[src/rtl/bfs_pkg.sv]
package bfs_pkg;
  // Width of the low address field that may change inside a burst.
  localparam int BLK_W = 4;

  typedef enum logic [1:0] {
    FS_IDLE = 2'd0,
    FS_ALE  = 2'd1,
    FS_STRB = 2'd2
  } fstate_e;
endpackage

[src/rtl/bfs_rst_sync.sv]
module bfs_rst_sync (
  input  logic clk,
  input  logic rst_n,
  output logic rst_sync_n
);
  logic meta_q;
  logic sync_q;

  always_ff @(posedge clk or negedge rst_n) begin
    if (!rst_n) begin
      meta_q <= 1'b0;
      sync_q <= 1'b0;
    end else begin
      meta_q <= 1'b1;
      sync_q <= meta_q;
    end
  end

  assign rst_sync_n = sync_q;
endmodule

[src/rtl/bfs_pfq.sv]
module bfs_pfq #(
  parameter int DEPTH = 8,
  parameter int CW    = $clog2(DEPTH + 1)
) (
  input  logic          clk,
  input  logic          rst_n,
  input  logic          push_i,
  input  logic          push_two_i,
  input  logic [15:0]   wdata_i,
  input  logic          pop_i,
  input  logic          flush_i,
  output logic          rvalid_o,
  output logic [7:0]    rdata_o,
  output logic [CW-1:0] free_next_o
);
  localparam int PW = $clog2(DEPTH);

  logic [PW-1:0] wr_q, wr_d;
  logic [PW-1:0] rd_q, rd_d;
  logic [CW-1:0] cnt_q, cnt_d;
  logic [CW-1:0] n_in;
  logic          pop_fire;
  logic [DEPTH-1:0][7:0] slot_w;

  assign pop_fire = pop_i && (cnt_q != '0);
  assign n_in     = push_i ? (push_two_i ? CW'(2) : CW'(1)) : '0;

  always_comb begin
    if (flush_i) begin
      cnt_d = '0;
      wr_d  = '0;
      rd_d  = '0;
    end else begin
      cnt_d = cnt_q + n_in - CW'(pop_fire);
      wr_d  = wr_q + PW'(n_in);
      rd_d  = rd_q + PW'(pop_fire);
    end
  end

  assign free_next_o = CW'(DEPTH) - cnt_d;

  always_ff @(posedge clk or negedge rst_n) begin
    if (!rst_n) begin
      cnt_q <= '0;
      wr_q  <= '0;
      rd_q  <= '0;
    end else begin
      cnt_q <= cnt_d;
      wr_q  <= wr_d;
      rd_q  <= rd_d;
    end
  end

  for (genvar gi = 0; gi < DEPTH; gi++) begin : g_slot
    logic       we_lo;
    logic       we_hi;
    logic [7:0] byte_q;

    assign we_lo = push_i && (wr_q == PW'(gi));
    assign we_hi = push_i && push_two_i && ((wr_q + PW'(1)) == PW'(gi));

    always_ff @(posedge clk) begin
      if (we_lo) begin
        byte_q <= wdata_i[7:0];
      end else if (we_hi) begin
        byte_q <= wdata_i[15:8];
      end
    end

    assign slot_w[gi] = byte_q;
  end

  assign rvalid_o = (cnt_q != '0);
  assign rdata_o  = slot_w[rd_q];
endmodule

[src/rtl/bfs_fetch_ctl.sv]
module bfs_fetch_ctl
  import bfs_pkg::*;
#(
  parameter int          AW         = 16,
  parameter int          CW         = 4,
  parameter logic [AW-1:0] RESET_ADDR = '0
) (
  input  logic          clk,
  input  logic          rst_n,
  input  logic          wide_i,
  input  logic          redir_req_i,
  input  logic [AW-1:0] redir_addr_i,
  input  logic          vec_req_i,
  input  logic [AW-1:0] vec_addr_i,
  input  logic [15:0]   rdata_i,
  input  logic [CW-1:0] free_next_i,
  output logic          ale_o,
  output logic          psen_n_o,
  output logic [AW-1:0] addr_o,
  output logic          push_o,
  output logic          push_two_o,
  output logic          flush_o
);
  fstate_e       state_q, state_d;
  logic [AW-1:0] ptr_q, ptr_d;
  logic          need_ale_q, need_ale_d;
  logic          vec_q, vec_d;
  logic          launch;
  logic [AW-1:0] step;
  logic [CW-1:0] unit_bytes;

  function automatic logic [AW-1:0] align_f(input logic [AW-1:0] a, input logic w);
    return w ? {a[AW-1:1], 1'b0} : a;
  endfunction

  assign step       = wide_i ? AW'(2) : AW'(1);
  assign unit_bytes = wide_i ? CW'(2) : CW'(1);
  assign flush_o    = vec_req_i || redir_req_i;

  // Next-state logic
  always_comb begin
    state_d    = state_q;
    ptr_d      = ptr_q;
    need_ale_d = need_ale_q;
    vec_d      = vec_q;
    launch     = 1'b0;
    if (vec_req_i) begin
      ptr_d      = align_f(vec_addr_i, wide_i);
      need_ale_d = 1'b1;
      vec_d      = 1'b1;
      state_d    = FS_ALE;
    end else if (redir_req_i) begin
      ptr_d      = align_f(redir_addr_i, wide_i);
      need_ale_d = 1'b1;
      vec_d      = 1'b0;
      state_d    = FS_ALE;
    end else begin
      case (state_q)
        FS_ALE: state_d = FS_STRB;
        FS_STRB: begin
          if (vec_q) begin
            ptr_d      = align_f(AW'(rdata_i), wide_i);
            need_ale_d = 1'b1;
            vec_d      = 1'b0;
          end else begin
            ptr_d      = ptr_q + step;
            need_ale_d = (ptr_d[BLK_W-1:0] == '0);
          end
          launch = 1'b1;
        end
        default: launch = 1'b1;
      endcase
      if (launch) begin
        if (free_next_i >= unit_bytes) begin
          state_d = need_ale_d ? FS_ALE : FS_STRB;
        end else begin
          state_d = FS_IDLE;
        end
      end
    end
  end

  // State registers
  always_ff @(posedge clk or negedge rst_n) begin
    if (!rst_n) begin
      state_q    <= FS_IDLE;
      ptr_q      <= RESET_ADDR;
      need_ale_q <= 1'b1;
      vec_q      <= 1'b0;
    end else begin
      state_q    <= state_d;
      ptr_q      <= ptr_d;
      need_ale_q <= need_ale_d;
      vec_q      <= vec_d;
    end
  end

  assign ale_o      = (state_q == FS_ALE);
  assign psen_n_o   = (state_q != FS_STRB);
  assign addr_o     = ptr_q;
  assign push_o     = (state_q == FS_STRB) && !vec_q && !flush_o;
  assign push_two_o = wide_i;
endmodule

[src/rtl/burst_fetch_seq.sv]
module burst_fetch_seq #(
  parameter int            AW         = 16,
  parameter int            QBYTES     = 8,
  parameter logic [AW-1:0] RESET_ADDR = '0
) (
  input  logic          clk,
  input  logic          rst_n,
  input  logic          bus_wide_i,
  input  logic          redir_req_i,
  input  logic [AW-1:0] redir_addr_i,
  input  logic          vec_req_i,
  input  logic [AW-1:0] vec_addr_i,
  input  logic [15:0]   mem_rdata_i,
  input  logic          q_pop_i,
  output logic          ale_o,
  output logic          psen_n_o,
  output logic [AW-1:0] addr_o,
  output logic          q_valid_o,
  output logic [7:0]    q_data_o
);
  localparam int CW = $clog2(QBYTES + 1);

  logic          rst_sync_n;
  logic          push;
  logic          push_two;
  logic          flush;
  logic [CW-1:0] free_next;

  bfs_rst_sync u_rst (
    .clk        (clk),
    .rst_n      (rst_n),
    .rst_sync_n (rst_sync_n)
  );

  bfs_fetch_ctl #(
    .AW         (AW),
    .CW         (CW),
    .RESET_ADDR (RESET_ADDR)
  ) u_ctl (
    .clk          (clk),
    .rst_n        (rst_sync_n),
    .wide_i       (bus_wide_i),
    .redir_req_i  (redir_req_i),
    .redir_addr_i (redir_addr_i),
    .vec_req_i    (vec_req_i),
    .vec_addr_i   (vec_addr_i),
    .rdata_i      (mem_rdata_i),
    .free_next_i  (free_next),
    .ale_o        (ale_o),
    .psen_n_o     (psen_n_o),
    .addr_o       (addr_o),
    .push_o       (push),
    .push_two_o   (push_two),
    .flush_o      (flush)
  );

  bfs_pfq #(
    .DEPTH (QBYTES),
    .CW    (CW)
  ) u_pfq (
    .clk         (clk),
    .rst_n       (rst_sync_n),
    .push_i      (push),
    .push_two_i  (push_two),
    .wdata_i     (mem_rdata_i),
    .pop_i       (q_pop_i),
    .flush_i     (flush),
    .rvalid_o    (q_valid_o),
    .rdata_o     (q_data_o),
    .free_next_o (free_next)
  );
endmodule

[config.mk]
export PLATFORM = sky130hd
export DESIGN_NAME = burst_fetch_seq
export DESIGN_NICKNAME = d
export VERILOG_FILES = /design/src/rtl/bfs_pkg.sv /design/src/rtl/bfs_rst_sync.sv /design/src/rtl/bfs_pfq.sv /design/src/rtl/bfs_fetch_ctl.sv /design/src/rtl/burst_fetch_seq.sv
export SDC_FILE = /design/constraint.sdc
export NUM_CORES = 1
export LEC_CHECK = 0
export CORE_ASPECT_RATIO = 1.4
export CORE_MARGIN = 2
export CORE_UTILIZATION = 50
export DETAILED_ROUTE_END_ITERATION = 16
export PLACE_DENSITY = 0.86
export REMOVE_ABC_BUFFERS = 1
export SLEW_MARGIN = 30
export SYNTH_ARGS = -nofsm -noshare
export SYNTH_HDL_FRONTEND = slang
export SYNTH_SLANG_ARGS = --single-unit
export TNS_END_PERCENT = 100
[constraint.sdc]
create_clock -name clk -period 2.2 [get_ports clk]
set_clock_uncertainty 0.2 [all_clocks]
set_input_delay 0.44 -clock clk [delete_from_list [all_inputs] [get_ports clk]]
set_output_delay 0.44 -clock clk [all_outputs]
set_load 0.005 [all_outputs]
# [Word level (Yosys, flattened, before mapping)]
# Cells that the tools add are included.
# Widths: inputs -> output; s select.
[totals] out_inout_bits=27 latch_bits=0 elab_cells=129 mem_count=0 regBits=96 input_bits=54 romBits=0 ram_bits=0
[classes] n_reduce_logical=37 mux=49 multipliers=0 n_shift=0 order_cmp=2 n_div=0 n_bitwise=0 n_eq_ne=17 addsub=7
[ops] cell="$mux 8" count=17
[ops] cell="$mux 16" count=4
[ops] cell="$bmux 8 s3" count=1
[ops] cell="$eq 3x3->1 const B" count=8
[ops] cell="$logic_and 1x1->1" count=20
[ops] cell="$add 16x16->16" count=1
[ops] cell="$mux 2" count=8
[ops] cell="$reduce_bool 2->1" count=8
[ops] cell="$mux 1" count=15
[ops] cell="$eq 3x2->1 const B" count=4
[ops] cell="$mux 4" count=2
[ops] cell="$reduce_bool 4->1" count=2
[ops] cell="$eq 3x1->1 const B" count=2
[ops] cell="$logic_not 3->1" count=2
[ops] cell="$mux 3" count=2
[ops] cell="$add 4x4->4" count=1
[ops] cell="$ge 4x4->1" count=1
[ops] cell="$logic_not 4->1" count=1
[ops] cell="$lt 3x4->1 const B" count=1
[ops] cell="$sub 4x1->4" count=1
[ops] cell="$sub 4x4->4 const A" count=1
[ops] cell="$add 3x1->3" count=1
[ops] cell="$add 3x1->3 const B" count=1
[ops] cell="$add 3x3->3" count=1
[ops] cell="other kinds (6)" count=7

# [Depth between registers and ports, before layout]
[logic_depth] word_depth=13 depth_mapped=15 depth_no_buf=15

# [Hierarchy]
# A second synthesis with hierarchy kept.
[hier_totals] cells_unflattened=450 area_unflattened_um2=5736.8
[by_module_without_submodules] mod="bfs_pfq" instances=1 area_per_inst_um2=4057.6 seq_area_each_um2=2172.1 cells_each=251
[by_module_without_submodules] mod="bfs_fetch_ctl" instances=1 area_per_inst_um2=1625.3 seq_area_each_um2=501.7 cells_each=196
[by_module_without_submodules] mod="bfs_rst_sync" instances=1 area_per_inst_um2=53.8 seq_area_each_um2=50.0 cells_each=3

# [Worst setup path before layout]
# No wires, ideal clock.
[synth_timing] path_kind="input to register" from="in vec_req_i" to="reg u_ctl.state_q[1]" cell_stages=15 required_time_ns=1.873 path_slack_ns=-1.606 setup_time_ns=0.127 n_path_buf=2 arrival_time_ns=3.479 cell_sequence="buf_2 -> or2_1 -> buf_6 -> nor3_4 -> nand2_1 -> ha_1 -> inv_1 -> fa_1 -> nand2_1 -> ha_1 -> ha_1 -> a211oi_1 -> nand4b_1 -> o22ai_1 -> o21ai_0"
[synth_between] elab_chain_len=13 elab_cells_between_ends=14 cone_classes="add/sub (3); order compare (1); mux (6); reduce/logical (4)"
[synth_lines] item="start: declaration" line_no="burst_fetch_seq.sv:11" text="input logic vec_req_i,"
[synth_lines] item="$logic_or 1x1->1" line_no="bfs_fetch_ctl.sv:38" text="assign flush_o = vec_req_i || redir_req_i;"
[synth_lines] item="$logic_not 1->1" line_no="bfs_fetch_ctl.sv:101" text="assign push_o = (state_q == FS_STRB) && !vec_q && !flush_o;"
[synth_lines] item="$logic_and 1x1->1" line_no="bfs_fetch_ctl.sv:101"
[synth_lines] item="$mux 4" line_no="bfs_pfq.sv:26" text="assign n_in = push_i ? (push_two_i ? CW'(2) : CW'(1)) : '0;"
[synth_lines] item="$add 4x4->4" line_no="bfs_pfq.sv:34" text="cnt_d = cnt_q + n_in - CW'(pop_fire);"
[synth_lines] item="$sub 4x1->4" line_no="bfs_pfq.sv:34"
[synth_lines] item="$mux 4" line_no="bfs_pfq.sv:29" text="if (flush_i) begin"
[synth_lines] item="$sub 4x4->4" line_no="bfs_pfq.sv:40" text="assign free_next_o = CW'(DEPTH) - cnt_d;"
[synth_lines] item="$ge 4x4->1" line_no="bfs_fetch_ctl.sv:74" text="if (free_next_i >= unit_bytes) begin"
[synth_lines] item="$mux 2" line_no="bfs_fetch_ctl.sv:74"
[synth_lines] item="$mux 2" line_no="bfs_fetch_ctl.sv:73" text="if (launch) begin"
[synth_lines] item="$mux 2" line_no="bfs_fetch_ctl.sv:52" text="end else if (redir_req_i) begin"
[synth_lines] item="$mux 2 (*)" line_no="bfs_fetch_ctl.sv:47" text="if (vec_req_i) begin"
[synth_lines] item="named net u_ctl.state_d[1]" line_no="bfs_fetch_ctl.sv:24" text="fstate_e state_q, state_d;"
[synth_lines] item="end signal: assignment" line_no="bfs_fetch_ctl.sv:91" text="state_q <= state_d;"
[synth_lines] item="end: declaration" line_no="bfs_fetch_ctl.sv:24"
# The timed path passes the listed nets; every way through them passes the cells marked *.
# A chain may end at the register's enable or synchronous reset.

# [Final worst setup path]
[layout_timing] from="reg u_pfq.cnt_q[3]" to="reg u_ctl.state_q[1]"
[layout_between] elab_chain_len=10 elab_cells_between_ends=11 cone_classes="add/sub (3); order compare (1); mux (5); reduce/logical (2)"
[layout_lines] item="start: declaration" line_no="bfs_pfq.sv:20" text="logic [CW-1:0] cnt_q, cnt_d;"
[layout_lines] item="start signal: assignment" line_no="bfs_pfq.sv:48" text="cnt_q <= cnt_d;"
[layout_lines] item="branches (longest 2 deep; another with $add 4x4->4)"
[layout_lines] item="$sub 4x1->4 (*)" line_no="bfs_pfq.sv:34"
[layout_lines] item="$mux 4 (*)" line_no="bfs_pfq.sv:29"
[layout_lines] item="$sub 4x4->4 (*)" line_no="bfs_pfq.sv:40"
[layout_lines] item="$ge 4x4->1 (*)" line_no="bfs_fetch_ctl.sv:74"
[layout_lines] item="$mux 2 (*)" line_no="bfs_fetch_ctl.sv:74"
[layout_lines] item="$mux 2 (*)" line_no="bfs_fetch_ctl.sv:73"
[layout_lines] item="$mux 2 (*)" line_no="bfs_fetch_ctl.sv:52"
[layout_lines] item="$mux 2 (*)" line_no="bfs_fetch_ctl.sv:47"
[layout_lines] item="named net u_ctl.state_d[1]" line_no="bfs_fetch_ctl.sv:24"
# Mark *: on every way through the listed nets, which the timed path passes.

==> out/summary.md <==
The slowest stage of the critical path belongs to the cell sky130_fd_sc_hd__fa_1. The deepest level of the CTS H-tree was 3. Port buffering added 80 buffers.

The number of library cell types mapped by synthesis came out at 64. In this run the worst path has a maximum fanout of 3. The count of pins over their slew limit was 0.

For this design the static power due to leakage is 3.252 nW. The total I/O pin count was 81. The number of sinks handled by clock tree synthesis came out at 96. Before antenna repair, the detailed router went through 6 iterations. The post-layout worst setup margin was -1.223 ns. After synthesis the cells add up to 5713 um^2.

The number of buffers between clock root and the deepest sink was 2; the number of global-route vias before repair was 5000. The run gives 50.90% as the starting density of the core. In this design, the stage delay of the slowest critical-path cell is 0.53 ns.

The run gives 2.23 ns as the worst path required time. The number of placed instances, taps included, is 740. The tools report the endpoint class of the critical path as a flop. The count of buffering cells on the critical path with inverters included is 2, and the post-detailed-route via-to-cell ratio is 6.295.

The post-route netlist has 45.29% of its cells at a drive strength greater than 1. Summed over its instances, the top area cell type makes up 33.64% of the synthesized netlist area. The flow ran to the end, but the final reports show violations. The final reports fail on negative setup slack. The part of the cycle the worst path needs came out at 155.6%. Counting I/O delays and the setup requirement, the final critical path takes 3.423 ns. The largest total area in the synthesized netlist belongs to sky130_fd_sc_hd__edfxtp_1. Total of endpoints with negative setup slack in the final report: 100. Sorting the synthesized cells by area gives the leading types as sky130_fd_sc_hd__edfxtp_1, sky130_fd_sc_hd__dfrtp_1, sky130_fd_sc_hd__mux2_2, sky130_fd_sc_hd__mux4_2, sky130_fd_sc_hd__ha_1.

The detailed-route via count was 4979. Setup repair after global routing could not meet its margin everywhere. The region available for standard cell placement spans 11220 um^2. The clock-pin transition on the worst setup and hold timing paths works out to 0.07 ns. Among cell families on the critical path, the largest total delay comes from adder cells. The run gives 31 as the pin count of the biggest net entering global routing. STA puts the critical path data arrival time at 3.46 ns.

The horizontal extent of the die works out to 94.34 um. The Yosys step of the flow raised 0 warnings. Derived from the worst setup path, the maximum achievable clock frequency is 292.2 MHz.

Among the stages of the critical path, the cell type that occurs most often is sky130_fd_sc_hd__ha_4. The most used flip-flop cell after synthesis is sky130_fd_sc_hd__edfxtp_1. The tools report the standard-cell row count as 46. The critical path is of the reg -> reg type. The register bit total from synthesis was 96; the total routing resource utilization after global routing was 28.67%. Max-cap violations in this run came to 0. TritonCTS built the clock tree.

The number of cells on the worst reg-to-reg path was 15. In this run, synthesis inferred 64 flip-flops with an integrated enable. Counting every instance in the synthesized netlist gives 462. The mean instance size in the synthesized netlist is 12.37 um^2, and the global-route wire length before repair is 26330 um. The min-delay analysis places its worst path in the category in -> async. STA classifies the critical path startpoint as a flop. In the final design database the tool counted 716 nets. The tools report the number of standard cells in the final layout excluding fillers as 791.

The power density over cell area was 644.2 nW/um^2; the number of antenna diodes was 0. The initial antenna violation count is 0. The HPWL after detailed placement is 10900 um, and the die outline area is 12310 um^2.

Routed wire length: 18890 um. The endpoint identified for the worst register-to-register timing path is u_ctl.state_q[1]. The number of nets with antenna violations after detailed routing was 0. The clock latency reported for the late side of the worst-skew pair is 0.35 ns. The run gives -1.22 ns as the reg-to-reg setup timing slack. The signed area change from the synthesized netlist to the final layout is 47.39%, and the clock buffer count from CTS is 9.

Number of remaining DRC errors: 0. For the leftover overflow at the end of global routing, the log shows 0. The logs give 0.0004902 V for the maximum vdd ir drop and 402 for the number of violations reported at the end of detailed-routing iteration 0. Root cell of the clock tree: sky130_fd_sc_hd__clkbuf_16.

The post-synthesis async set-or-reset flop share works out to 33.33%. The startpoint identified for the worst register-to-register timing path is u_pfq.cnt_q[3]. The total negative setup slack was -27.67 ns. The critical path goes through inv_2 -> ha_4 -> nand3_2 -> and2_4 -> ha_4 -> inv_2 -> ha_4 -> fa_1 -> nand2_2 -> ha_4 -> ha_4 -> a211oi_4 -> nand4b_1 -> o22ai_1 -> o21ai_1. The placer congestion estimate is 0.9528. The average routed wire per standard cell is 23.88 um. After synthesis, flip-flops and latches occupy 47.68% of the total area. The die is 130.5 um tall. The tools report the number of failing hold endpoints at the final stage as 0.
==> how the worst max path moves through the flow <==
stage | from | cells after the start | end
after floorplan | u_ctl.state_q[0] | 14 | u_ctl.state_q[1]
after global placement | redir_req_i | 14 | u_ctl.state_q[1]
after detailed placement | redir_req_i | 14 | u_ctl.state_q[1]
after CTS | u_pfq.cnt_q[2] | 15 | u_ctl.state_q[1]
after global routing | u_pfq.cnt_q[2] | 15 | u_ctl.state_q[0]
final | u_pfq.cnt_q[3] | 15 | u_ctl.state_q[1]
==> through the flow <==
stage	util, %	power, mW	instance area, um^2	hold WS, ns	setup WS (ns)
final	75.03	5.424	8421	0.04614	-1.223
after global routing	75.03	5.598	8421	0.04805	-1.335
after CTS	71.30	5.216	8003	0.04672	-1.147
after detailed placement	64.52	3.357	7241	0.06753	-2.009
after global placement	64.52	3.300	7241	0.06448	-1.839
after floorplan	-	2.710	5587	-0.05559	-1.731
==> cell usage after synthesis (8+ instances only) <==
cell type	count
sky130_fd_sc_hd__mux2_2	65
sky130_fd_sc_hd__edfxtp_1	64
sky130_fd_sc_hd__dfrtp_1	31
sky130_fd_sc_hd__nor2_1	25
sky130_fd_sc_hd__nand2_1	23
sky130_fd_sc_hd__inv_1	22
sky130_fd_sc_hd__o21ai_0	22
sky130_fd_sc_hd__a21oi_1	17
sky130_fd_sc_hd__ha_1	16
sky130_fd_sc_hd__mux4_2	16
sky130_fd_sc_hd__clkbuf_1	10
sky130_fd_sc_hd__nand3_1	9
sky130_fd_sc_hd__o22ai_1	9
sky130_fd_sc_hd__buf_2	8
sky130_fd_sc_hd__mux2_4	8
==> power by group <==
group	internal [mW]	switching (mW)	leakage [nW]
logic	0.991	0.772	2.15
clock network	0.880	0.717	0.136
registers	1.99	0.0722	0.967
==> what timing repair did <==
item | CTS | global route
buffers inserted | 24 | 19
hold buffers | 0 | 0
cloned | 2 | 1
resized for setup | 109 | 93
pin swaps | 25 | 24
setup endpoints to repair | 137 | 131
==> final cells by class <==
| type | instances | area (um^2) |
|---|---|---|
| clock buffers | 9 | 225.2 |
| clock inverters | 6 | 66.31 |
| fillers | 628 | 2803 |
| inverters | 23 | 91.34 |
| multi-input cells | 319 | 3218 |
| flip-flops and latches | 96 | 2725 |
| well taps | 144 | 180.2 |
| repair buffers | 194 | 1914 |
==> state kept, by name, indices dropped and copies added (netlist names), 2 cells and up <==
register             cells
u_ctl.state_q            2
u_ctl.addr_o            16
u_pfq.cnt_q              4
u_pfq.rd_q               3
u_pfq.g_slot.byte_q     64
u_pfq.wr_q               3
==> per-layer routing <==
metal,wire length (um),track usage [%],part of all wire [%]
met1,6389,31.68,34
met2,10240,53.40,54
met3,1199,4.128,6.3
met4,1053,14.07,5.6
met5,0,0,0
==> worst reg2reg max path, delay by kind of cell, from the launching register on <==
family | cells | cell delay, ns
compound gates | 3 | 0.53
fa+ha+maj | 6 | 1.58
buf+inv | 2 | 0.12
flops | 1 | 0.38
simple gates | 4 | 0.50
==> layout by cell type (no fill, tap or decap), types with 4 or more instances in the layout <==
master,synthesis,layout
sky130_fd_sc_hd__a211oi_1,5,4
sky130_fd_sc_hd__a21oi_1,17,16
sky130_fd_sc_hd__a31oi_1,5,5
sky130_fd_sc_hd__and2_1,7,6
sky130_fd_sc_hd__buf_12,0,8
sky130_fd_sc_hd__buf_4,1,66
sky130_fd_sc_hd__buf_6,3,46
sky130_fd_sc_hd__clkbuf_16,0,9
sky130_fd_sc_hd__clkdlybuf4s50_1,0,66
sky130_fd_sc_hd__dfrtp_1,31,30
sky130_fd_sc_hd__dlygate4sd2_1,0,4
sky130_fd_sc_hd__edfxtp_1,64,64
sky130_fd_sc_hd__ha_1,16,7
sky130_fd_sc_hd__ha_4,0,9
sky130_fd_sc_hd__inv_1,22,14
sky130_fd_sc_hd__inv_2,0,7
sky130_fd_sc_hd__mux2_2,65,41
sky130_fd_sc_hd__mux2_4,8,32
sky130_fd_sc_hd__mux2i_1,5,5
sky130_fd_sc_hd__mux4_2,16,16
sky130_fd_sc_hd__nand2_1,23,20
sky130_fd_sc_hd__nand2_2,2,5
sky130_fd_sc_hd__nand2b_1,7,6
sky130_fd_sc_hd__nand3_1,9,8
sky130_fd_sc_hd__nor2_1,25,23
sky130_fd_sc_hd__nor3_4,1,4
sky130_fd_sc_hd__o211ai_1,5,5
sky130_fd_sc_hd__o21ai_0,22,11
sky130_fd_sc_hd__o21ai_1,0,5
sky130_fd_sc_hd__o21ai_2,0,5
sky130_fd_sc_hd__o22ai_1,9,9
sky130_fd_sc_hd__or3_4,0,4
sky130_fd_sc_hd__xor2_1,5,4
==> cell families after synthesis <==
family                   count (synthesis)  synth area share, %
XOR/XNOR                                 9                1.380
other                                    1              0.06564
AND/OR/NAND/NOR                        104                9.965
flip-flops                              96                47.68
adder cells (fa/ha/maj)                 19                4.555
AO/OA/AOI/OAI                           92                10.53
buffers and inverters                   47                3.723
multiplexers                            94                22.10
No activity file was read; power rests on OpenSTA's default activity.
